`src/rtl/pods_pkg.sv`:
```
`timescale 1ns/1ps
package pods_pkg;
  localparam int P_W_DEF = 5;

  typedef enum logic [1:0] {
    MSRC_VCO_DIV = 2'd0,
    MSRC_REF     = 2'd1,
    MSRC_REF_DIV = 2'd2,
    MSRC_VCO_ALT = 2'd3
  } msrc_e;

  typedef enum logic [1:0] {
    SSRC_REF       = 2'd0,
    SSRC_REF_HALF  = 2'd1,
    SSRC_MAIN      = 2'd2,
    SSRC_MAIN_HALF = 2'd3
  } ssrc_e;
endpackage

```
`src/rtl/pods_post_div.sv`:
```
`timescale 1ns/1ps
module pods_post_div #(
  parameter int PW = 5
) (
  input  logic          clk,
  input  logic          rst_n,
  input  logic          clr,
  input  logic          step,
  input  logic [PW-1:0] p,
  output logic          q,
  output logic [PW-1:0] cnt
);
  logic [PW-1:0] lim;
  logic [PW-1:0] cnt_nxt;
  logic          q_nxt;

  // zero post-divide behaves as one
  assign lim = (p == '0) ? '0 : p - 1'b1;

  always_comb begin
    cnt_nxt = cnt;
    q_nxt   = q;
    if (clr) begin
      cnt_nxt = '0;
      q_nxt   = 1'b0;
    end else if (step) begin
      if (cnt >= lim) begin
        cnt_nxt = '0;
        q_nxt   = ~q;
      end else begin
        cnt_nxt = cnt + 1'b1;
      end
    end
  end

  always_ff @(posedge clk or negedge rst_n) begin
    if (!rst_n) begin
      cnt <= '0;
      q   <= 1'b0;
    end else begin
      cnt <= cnt_nxt;
      q   <= q_nxt;
    end
  end
endmodule

```
`src/rtl/pods_sec_path.sv`:
```
`timescale 1ns/1ps
module pods_sec_path (
  input  logic            clk,
  input  logic            rst_n,
  input  logic            clr,
  input  logic            ref_lvl,
  input  logic            ref_rise,
  input  logic            main_lvl,
  input  pods_pkg::ssrc_e ssrc,
  output logic            sec_lvl
);
  import pods_pkg::*;

  logic main_q, main_q_nxt;
  logic ref_half, ref_half_nxt;
  logic main_half, main_half_nxt;
  logic main_rise;

  assign main_rise = main_lvl & ~main_q;

  always_comb begin
    main_q_nxt    = main_lvl;
    ref_half_nxt  = ref_half;
    main_half_nxt = main_half;
    if (clr) begin
      ref_half_nxt  = 1'b0;
      main_half_nxt = 1'b0;
    end else begin
      if (ref_rise)  ref_half_nxt  = ~ref_half;
      if (main_rise) main_half_nxt = ~main_half;
    end
  end

  always_ff @(posedge clk or negedge rst_n) begin
    if (!rst_n) begin
      main_q    <= 1'b0;
      ref_half  <= 1'b0;
      main_half <= 1'b0;
    end else begin
      main_q    <= main_q_nxt;
      ref_half  <= ref_half_nxt;
      main_half <= main_half_nxt;
    end
  end

  always_comb begin
    case (ssrc)
      SSRC_REF:       sec_lvl = ref_lvl;
      SSRC_REF_HALF:  sec_lvl = ref_half;
      SSRC_MAIN:      sec_lvl = main_lvl;
      SSRC_MAIN_HALF: sec_lvl = main_half;
      default:        sec_lvl = 1'b0;
    endcase
  end
endmodule

```
`src/rtl/pods_out_stage.sv`:
```
`timescale 1ns/1ps
module pods_out_stage (
  input  logic clk,
  input  logic rst_n,
  input  logic raw,
  input  logic gate,
  input  logic run,
  input  logic gate_hiz,
  input  logic pd_hiz,
  output logic dat,
  output logic en
);
  logic dat_nxt, en_nxt;

  always_comb begin
    if (!run) begin
      dat_nxt = 1'b0;
      en_nxt  = ~pd_hiz;
    end else if (!gate) begin
      dat_nxt = 1'b0;
      en_nxt  = ~gate_hiz;
    end else begin
      dat_nxt = raw;
      en_nxt  = 1'b1;
    end
  end

  always_ff @(posedge clk or negedge rst_n) begin
    if (!rst_n) begin
      dat <= 1'b0;
      en  <= 1'b1;
    end else begin
      dat <= dat_nxt;
      en  <= en_nxt;
    end
  end
endmodule

```
`src/rtl/pll_out_divsel.sv`:
```
`timescale 1ns/1ps
module pll_out_divsel #(
  parameter int P_WIDTH = pods_pkg::P_W_DEF,
  parameter int N_OUT   = 2
) (
  input  logic               clk,
  input  logic               rst_n,
  input  logic               ref_in,
  input  logic               vco_in,
  input  logic               oe_in,
  input  logic               pdn_in,
  input  logic               fsel_in,
  input  logic [P_WIDTH-1:0] cfg_a_p,
  input  logic [1:0]         cfg_a_msrc,
  input  logic [1:0]         cfg_a_ssrc,
  input  logic [P_WIDTH-1:0] cfg_b_p,
  input  logic [1:0]         cfg_b_msrc,
  input  logic [1:0]         cfg_b_ssrc,
  input  logic               oe_hiz,
  input  logic               pd_hiz,
  output logic               main_dat,
  output logic               main_en,
  output logic               sec_dat,
  output logic               sec_en
);
  import pods_pkg::*;

  localparam int MAIN_IDX = 0;
  localparam int SEC_IDX  = N_OUT - 1;

  // reset: asserted asynchronously, released on the clock
  logic rst_meta, rst_sync_n;
  always_ff @(posedge clk or negedge rst_n) begin
    if (!rst_n) begin
      rst_meta   <= 1'b0;
      rst_sync_n <= 1'b0;
    end else begin
      rst_meta   <= 1'b1;
      rst_sync_n <= rst_meta;
    end
  end

  logic ref_q, vco_q, act_b, oe_act;
  logic act_b_nxt, oe_act_nxt, ctl_ce;
  logic ref_rise, vco_rise;
  logic [P_WIDTH-1:0] p_act;
  msrc_e msrc_act;
  ssrc_e ssrc_act;
  logic div_q, div_step, main_raw, sec_raw, low_phase;
  logic [P_WIDTH-1:0] div_cnt;

  assign ref_rise = ref_in & ~ref_q;
  assign vco_rise = vco_in & ~vco_q;

  assign p_act    = act_b ? cfg_b_p : cfg_a_p;
  assign msrc_act = msrc_e'(act_b ? cfg_b_msrc : cfg_a_msrc);
  assign ssrc_act = ssrc_e'(act_b ? cfg_b_ssrc : cfg_a_ssrc);

  assign div_step = (msrc_act == MSRC_REF_DIV) ? ref_rise : vco_rise;
  assign main_raw = (msrc_act == MSRC_REF) ? ref_q : div_q;

  pods_post_div #(.PW(P_WIDTH)) u_div (
    .clk   (clk),
    .rst_n (rst_sync_n),
    .clr   (~pdn_in),
    .step  (div_step),
    .p     (p_act),
    .q     (div_q),
    .cnt   (div_cnt)
  );

  pods_sec_path u_sec (
    .clk      (clk),
    .rst_n    (rst_sync_n),
    .clr      (~pdn_in),
    .ref_lvl  (ref_q),
    .ref_rise (ref_rise),
    .main_lvl (main_raw),
    .ssrc     (ssrc_act),
    .sec_lvl  (sec_raw)
  );

  // set and gate follow their inputs only in a common low phase
  assign low_phase  = ~main_raw & ~sec_raw;
  assign ctl_ce     = low_phase | ~pdn_in;
  assign act_b_nxt  = ctl_ce ? ~fsel_in : act_b;
  assign oe_act_nxt = ctl_ce ? oe_in : oe_act;

  always_ff @(posedge clk or negedge rst_sync_n) begin
    if (!rst_sync_n) begin
      ref_q  <= 1'b0;
      vco_q  <= 1'b0;
      act_b  <= 1'b0;
      oe_act <= 1'b1;
    end else begin
      ref_q  <= ref_in;
      vco_q  <= vco_in;
      act_b  <= act_b_nxt;
      oe_act <= oe_act_nxt;
    end
  end

  logic [N_OUT-1:0] raw_v, gate_v, hiz_v, dat_v, en_v;
  assign raw_v[MAIN_IDX]  = main_raw;
  assign gate_v[MAIN_IDX] = oe_act;
  assign hiz_v[MAIN_IDX]  = oe_hiz;
  assign raw_v[SEC_IDX]   = sec_raw;
  assign gate_v[SEC_IDX]  = 1'b1;
  assign hiz_v[SEC_IDX]   = 1'b0;

  for (genvar k = 0; k < N_OUT; k++) begin : g_out
    pods_out_stage u_stage (
      .clk      (clk),
      .rst_n    (rst_sync_n),
      .raw      (raw_v[k]),
      .gate     (gate_v[k]),
      .run      (pdn_in),
      .gate_hiz (hiz_v[k]),
      .pd_hiz   (pd_hiz),
      .dat      (dat_v[k]),
      .en       (en_v[k])
    );
  end

  assign main_dat = dat_v[MAIN_IDX];
  assign main_en  = en_v[MAIN_IDX];
  assign sec_dat  = dat_v[SEC_IDX];
  assign sec_en   = en_v[SEC_IDX];
endmodule

```
`config.mk`:
```
export PLATFORM = sky130hd
export DESIGN_NAME = pll_out_divsel
export DESIGN_NICKNAME = d
export VERILOG_FILES = /design/src/rtl/pods_pkg.sv /design/src/rtl/pods_post_div.sv /design/src/rtl/pods_sec_path.sv /design/src/rtl/pods_out_stage.sv /design/src/rtl/pll_out_divsel.sv
export SDC_FILE = /design/constraint.sdc
export NUM_CORES = 1
export LEC_CHECK = 0
export BUFFER_PORTS_ARGS = -buffer_cell sky130_fd_sc_hd__buf_2
export CELL_PAD_IN_SITES_DETAIL_PLACEMENT = 1
export CELL_PAD_IN_SITES_GLOBAL_PLACEMENT = 1
export CORE_MARGIN = 3
export CORE_UTILIZATION = 42
export DETAILED_ROUTE_END_ITERATION = 6
export PLACE_DENSITY = 0.84
export SYNTH_ARGS = -nofsm -noshare
export SYNTH_HDL_FRONTEND = slang
export SYNTH_SLANG_ARGS = --single-unit
export TNS_END_PERCENT = 30
```
`constraint.sdc`:
```
create_clock -name clk -period 1.7 [get_ports clk]
set_input_delay 0.17 -clock clk [delete_from_list [all_inputs] [get_ports clk]]
set_output_delay 0.17 -clock clk [all_outputs]
set_load 0.05 [all_outputs]
```
==> run metrics, run 1 <==
run status=complete, but fails checks; violated checks=setup timing; Final Power=1.65 mW; placed cell areas=1460 µm²; CTS tree=built; Worst-Skew Late Latency=0.31 ns; Required @ worst endpoint=1.96 ns; Post-synth EDFFs=0; ys flop type=dfrtp_1; Area Growth Syn to Fin=53.1%; fill count=264; peak supply drop=682 µV; Multi-input gate area=845 µm²; CP max FO=5; wire length of the first global-routing pass=5800 µm; post-synthesis instance total=115; DR vias/cell=5.62; Residual DRC=0; worst-margin pin slew=0.744 ns; Antenna Violating Nets Remaining=0; top cell type's share of synthesized area=34.4%; total routed wirelength=4240 µm; RSZ-0062 raised after global routing=yes; CTS Buf Count=3; Worst Clk Skew=0.00786 ns; # rows=18; register area=480 µm²; Post-synth ARST share=100%; reg2reg end=u_div.q; f_max=376 MHz; non-filler cells in the finished layout=201; DR pass1 iterations=4; n_diodes=0; Die Y=58.6 µm; post-route minimum period=2.66 ns; largest cells by area after synthesis=dfrtp_1, ha_1, mux2i_1; die area=3440 µm²; critical path launch point=act_b; Die Wd=58.6 µm; vias in the first global route=1220; Initial Util=45.7%; GRT overflow=0; Max clock buf depth=2; Synth Register Bits=19; Rel. slew slack=50.4%; number of buffers added on ports=30; H-tree levels=1; routed len/inst=21.1 µm; worst hold-check path type=input port to flop; largest net degree at the start of global routing=18; cell taking the most area after synthesis=dfrtp_1; fin worst setup slack=-0.959 ns; dpl cells=184; max_cap viols=0; leak pwr=0.862 nW; fraction of layout cells with a size suffix above 1=54.4%; Hold Slack=0.0218 ns; CTS sink cnt=19; Final Cell Area=1780 µm²; Syn Std Cell Area=1160 µm²; PD cells=927 nW/µm²; reg2reg path depth=11; Crit Path Category=flop to flop; Slew Viols, Final=0; Root Driver=clkbuf_4; Final #Nets=207; Synth Warn #=0; Min-Delay Startpoint=fsel_in; syn_nets=150; io pins=31; core area=2540 µm²; Crit Reg-Reg Startpoint=act_b; mean area per synthesized cell=10.1 µm²; final setup vio count=11; clk slew on worst S/H paths=0.12 ns; Startpoint Class=flop; initial antenna violation count=0; GR Util All Layers=22.4%; CP Capture Type=flop; Final HPWL DP=2340 µm; register area share after synthesis=41.2%; vias=1129; reg2reg setup slack=-0.96 ns; DRT iter0 DRCs=20; gpl congestion=0.755; final hold violation count=0; CP endpoint=u_div.q; fin crit share=156%; Yosys cell types=35; crit path DAT=2.92 ns
==> critical path: stages, from the launching register on <==
cell	delay, ns
dfrtp_2	0.48
mux2i_4	0.29
buf_4	0.16
ha_2	0.19
xnor2_1	0.13
nand2_2	0.10
ha_4	0.29
nand2_1	0.08
o21ai_2	0.17
a31oi_4	0.14
or4b_1	0.51
nand2_1	0.07
==> stage by stage <==
step | setup WS (ns) | util, % | TNS [ns]
2_1_floorplan | -0.820 | - | -4.81
3_5_place_dp | -1.10 | 57.2 | -7.65
5_1_grt | -1.08 | 70.0 | -7.54
4_1_cts | -0.948 | 63.2 | -6.24
6_report | -0.959 | 70.0 | -6.37
3_3_place_gp | -0.943 | 57.2 | -6.60
==> cells in the mapped netlist (2+ instances only) <==
| cell type | instances |
|---|---|
| and3_1 | 3 |
| dfstp_2 | 3 |
| a31oi_1 | 2 |
| o31ai_1 | 2 |
| nand3b_1 | 3 |
| mux2i_1 | 10 |
| a21o_1 | 3 |
| inv_1 | 7 |
| and2_1 | 4 |
| nand2b_1 | 3 |
| nand3_1 | 3 |
| or3_1 | 2 |
| a21boi_0 | 2 |
| a21oi_1 | 4 |
| nand2_1 | 7 |
| nor2b_1 | 3 |
| mux2_2 | 3 |
| o21ai_0 | 3 |
| ha_1 | 8 |
| xor2_1 | 2 |
| a22o_1 | 3 |
| dfrtp_1 | 16 |
| nor2_1 | 7 |
==> area by class of cell <==
cell class | instances | area share [%]
clock inverters | 1 | 0.421
flip-flops and latches | 19 | 27.0
repair buffers | 55 | 20.4
inverters | 7 | 1.47
clock buffers | 3 | 1.26
well taps | 30 | 2.11
multi-input cells | 86 | 47.4
==> metal layers <==
layer / GRT usage, % / share of wire (%) / wire length [µm] / vias up
met1: 25.9 / 40 / 1700 / 569
met2: 43.2 / 52 / 2200 / 37
li1: - / - / - / 513
met5: 0 / 0 / 0 / -
met4: 5.83 / 2.9 / 125 / 0
met3: 2.63 / 5.2 / 220 / 10
==> worst min path at each step <==
stage,end,slack [ns],depth (start not counted)
2_1_floorplan,rst_meta,-0.13,0
3_3_place_gp,rst_meta,-0.04,1
3_5_place_dp,rst_meta,-0.04,1
4_1_cts,act_b,0.02,2
5_1_grt,act_b,0.02,2
6_report,act_b,0.02,2
==> registers in the layout (all words and copies together) (netlist names) <==
| signal | cells |
|---|---|
| g_out.u_stage.en | 2 |
| rst_sync_n | 1 |
| vco_q | 1 |
| u_sec.ref_half | 1 |
| oe_act | 1 |
| ref_q | 1 |
| u_div.q | 1 |
| g_out.u_stage.dat | 2 |
| act_b | 1 |
| u_div.cnt | 5 |
| rst_meta | 1 |
| u_sec.main_half | 1 |
| u_sec.main_q | 1 |
==> report_power, final <==
group	switching (mW)	leakage (nW)	total [mW]	internal, mW
sequential	0.0706	0.235	0.595	0.524
combinational	0.405	0.613	0.808	0.403
clock	0.160	0.0139	0.250	0.0897
total	0.635	0.862	1.65	1.02
==> layout by cell type, fill, tap and decap left out, types with 2 or more instances in the layout <==
cell           Yosys  layout
nor2_4             0       2
a21boi_0           2       2
nand2_1            7       3
ha_1               8       3
dlygate4sd3_1      0       4
nand3b_1           3       3
o21ai_0            3       2
nand3_1            3       3
dfstp_2            3       3
and2_1             4       3
clkbuf_4           0       3
buf_4              0      17
a21oi_1            4       3
mux2i_2            0       2
ha_2               0       2
mux2i_1           10       5
mux2i_4            0       3
dfrtp_1           16      15
nand2b_1           3       2
a21o_1             3       3
inv_1              7       6
nand2_2            0       3
ha_4               0       3
a22o_1             3       3
mux2_2             3       2
buf_6              1       4
and3_1             3       3
nor2_1             7       5
buf_2              1      30
==> what timing repair did <==
action | 4_1_cts | 5_1_grt
setup endpoints to repair | 11 | 11
buffers inserted | 6 | 4
hold buffers | 4 | 0
gates resized for setup | 8 | 31
hold endpoints to repair | 5 | 0
pin swaps | 9 | 13
==> kinds of logic after synthesis <==
group,share of synthesized area [%]
AO/OA/AOI/OAI,13.7
adder cells (fa/ha/maj),8.60
buffers and inverters,3.98
other,0.322
AND/OR/NAND/NOR,18.5
multiplexers,11.5
flip-flops,41.2
XOR/XNOR,2.26
(Power assumes the default switching activity.)
==> inputs of run 2 (changes only) <==
--- a/config.mk
+++ b/config.mk
@@ -9,5 +9,5 @@
 export CELL_PAD_IN_SITES_DETAIL_PLACEMENT = 1
 export CELL_PAD_IN_SITES_GLOBAL_PLACEMENT = 1
-export CORE_MARGIN = 3
+export CORE_MARGIN = 8
 export CORE_UTILIZATION = 42
 export DETAILED_ROUTE_END_ITERATION = 6
==> constraint.sdc (replaced) <==
create_clock -name clk -period 1.7 [get_ports clk]
set_input_delay 0.34 -clock clk [delete_from_list [all_inputs] [get_ports clk]]
set_output_delay 0.34 -clock clk [all_outputs]
set_load 0.05 [all_outputs]
==> run metrics, run 2 (same netlist as run 1, synthesis figures left out) <==
Crit Path Category=flop to flop; worst-margin pin slew=0.732 ns (-0.0127 ns); routed len/inst=19.2 µm (-9.1%); fraction of layout cells with a size suffix above 1=53.0% (-1.4 points); Slew Viols, Final=0 (unchanged); initial antenna violation count=0 (unchanged); Final HPWL DP=2440 µm (+4.5%); gpl congestion=0.854 (+13%); Slowest-stage cell, CP=or4b_4; fin worst setup slack=-0.949 ns (+0.0101 ns); number of buffers added on ports=30 (unchanged); Die Wd=68.6 µm (+17%); Die Y=68.6 µm (+17%); Residual DRC=0 (unchanged); Biggest register=u_div.cnt; peak supply drop=708 µV (+3.9%); CTS sink cnt=19 (unchanged); n_diodes=0 (unchanged); io pins=31 (unchanged); Area Growth Syn to Fin=49.5%; Min-Delay Startpoint=ref_in; commonest non-fill, non-tap cell in the layout=buf_2; Max clock buf depth=2 (unchanged); Antenna Violating Nets Remaining=0 (unchanged); critical path launch point=act_b; final core utilization=64.7% (-5.3 points); DRT iter0 DRCs=22 (+10%); placed cell areas=1470 µm² (+0.60%); total routed wirelength=3810 µm (-10%); Final Cell Area=1740 µm² (-2.4%); Regs by FF count=u_div.cnt x5, g_out.u_stage.dat x2, g_out.u_stage.en x2; vias=1107 (-1.9%); fill count=298 (+13%); Worst-Skew Late Latency=0.30 ns (about the same); max FFs per register=5 (unchanged); leak pwr=0.853 nW (-1.1%); RSZ-0062 raised after global routing=yes; largest net degree at the start of global routing=18 (unchanged); CP Capture Type=flop; CP max FO=6 (+1); Crit Reg-Reg Startpoint=act_b; DR vias/cell=5.56 (-0.96%); violated checks=setup timing; PD cells=928 nW/µm² (about the same); final hold violation count=0 (unchanged); Required @ worst endpoint=1.95 ns (about the same); Rel. slew slack=51.2% (+0.84 points); crit-path max cell delay=0.54 ns (+0.03 ns); final setup vio count=11 (unchanged); Worst Clk Skew=0.00694 ns (-0.000918 ns); most frequent cells in the layout=buf_2, buf_4, dfrtp_1; CP top delay family=simple AND/OR/NAND/NOR gates; GR Util All Layers=17.1% (-5.3 points); run status=complete, but fails checks; CTS Buf Count=3 (unchanged); GRT overflow=0 (unchanged); wire length of the first global-routing pass=6000 µm (+3.6%); die area=4710 µm² (+37%); clk slew on worst S/H paths=0.12 ns (about the same); vias in the first global route=1245 (+2.0%); fin crit share=156% (-0.59 points); worst hold-check path type=input port to flop; Startpoint Class=flop; core area=2690 µm² (+5.6%); CTS tree=built; max_cap viols=0 (unchanged); crit path DAT=2.90 ns (-0.02 ns); TNS Setup=-6.07 ns (+0.307 ns); DR pass1 iterations=4 (unchanged); Root Driver=clkbuf_4; Final #Nets=204 (-1.4%); worst path bufs/invs=1 (unchanged); f_max=377 MHz (+0.38%); post-route minimum period=2.65 ns (-0.0101 ns); Initial Util=43.3% (-2.4 points); CP cell instances=mux2i_4 > buf_4 > ha_4 > xnor2_2 > nand2_1 > ha_4 > nand2_1 > o21ai_2 > a31oi_4 > or4b_4 > nand2_2; # rows=19 (+1); H-tree levels=1 (unchanged)
-- run 2: final cells by class --
| cell class | instances | area, µm² | share of cell area (%) |
|---|---|---|---|
| Timing Repair Buffer | 52 | 325 | 18.7 |
| Clock buffer | 3 | 22.5 | 1.29 |
| Inverter | 7 | 26.3 | 1.51 |
| Clock inverter | 1 | 7.51 | 0.432 |
| Sequential cell | 19 | 480 | 27.6 |
| Tap cell | 31 | 38.8 | 2.23 |
| Multi-Input combinational cell | 86 | 838 | 48.2 |
-- run 2: per-stage QoR --
stage	power (mW)	setup WS, ns	cells	hold WS (ns)
final	1.61	-0.949	199	0.143
after global routing	1.72	-1.06	199	0.133
after detailed placement	1.15	-1.18	186	0.127
after global placement	1.11	-0.983	186	0.127
after floorplan	0.950	-0.820	115	0.0444
after CTS	1.53	-0.867	199	0.136
-- run 2: final timing paths --
path	end	slack, ns	cells after the start
worst max-delay path	u_div.q	-0.95	11
worst min-delay path	ref_q	0.14	1
worst max register to register	u_div.q	-0.95	11
worst min register to register	u_div.cnt[3]	0.31	0
max in group asynchronous	act_b	0.88	0
min in group asynchronous	u_div.cnt[3]	0.31	0
-- run 2: timing repair --
| action | CTS | global route |
|---|---|---|
| hold buffers | 1 | 0 |
| buffers inserted | 8 | 1 |
| hold endpoints to repair | 2 | 0 |
| pin swaps | 9 | 14 |
| resized for setup | 20 | 15 |
| setup endpoints to repair | 12 | 12 |
-- run 2: per-layer routing --
layer / routed length, µm / global-route usage [%] / up-vias
li1: - / - / 513
met1: 1410 / 18.7 / 547
met2: 2060 / 32.6 / 37
met3: 219 / 2.75 / 10
met4: 124 / 5.12 / 0
met5: 0 / 0 / -
-- run 2: report_power, final --
part	switching, mW	internal, mW	leakage [nW]
Sequential	0.0630	0.524	0.235
Clock	0.150	0.0896	0.0139
Combinational	0.389	0.397	0.604
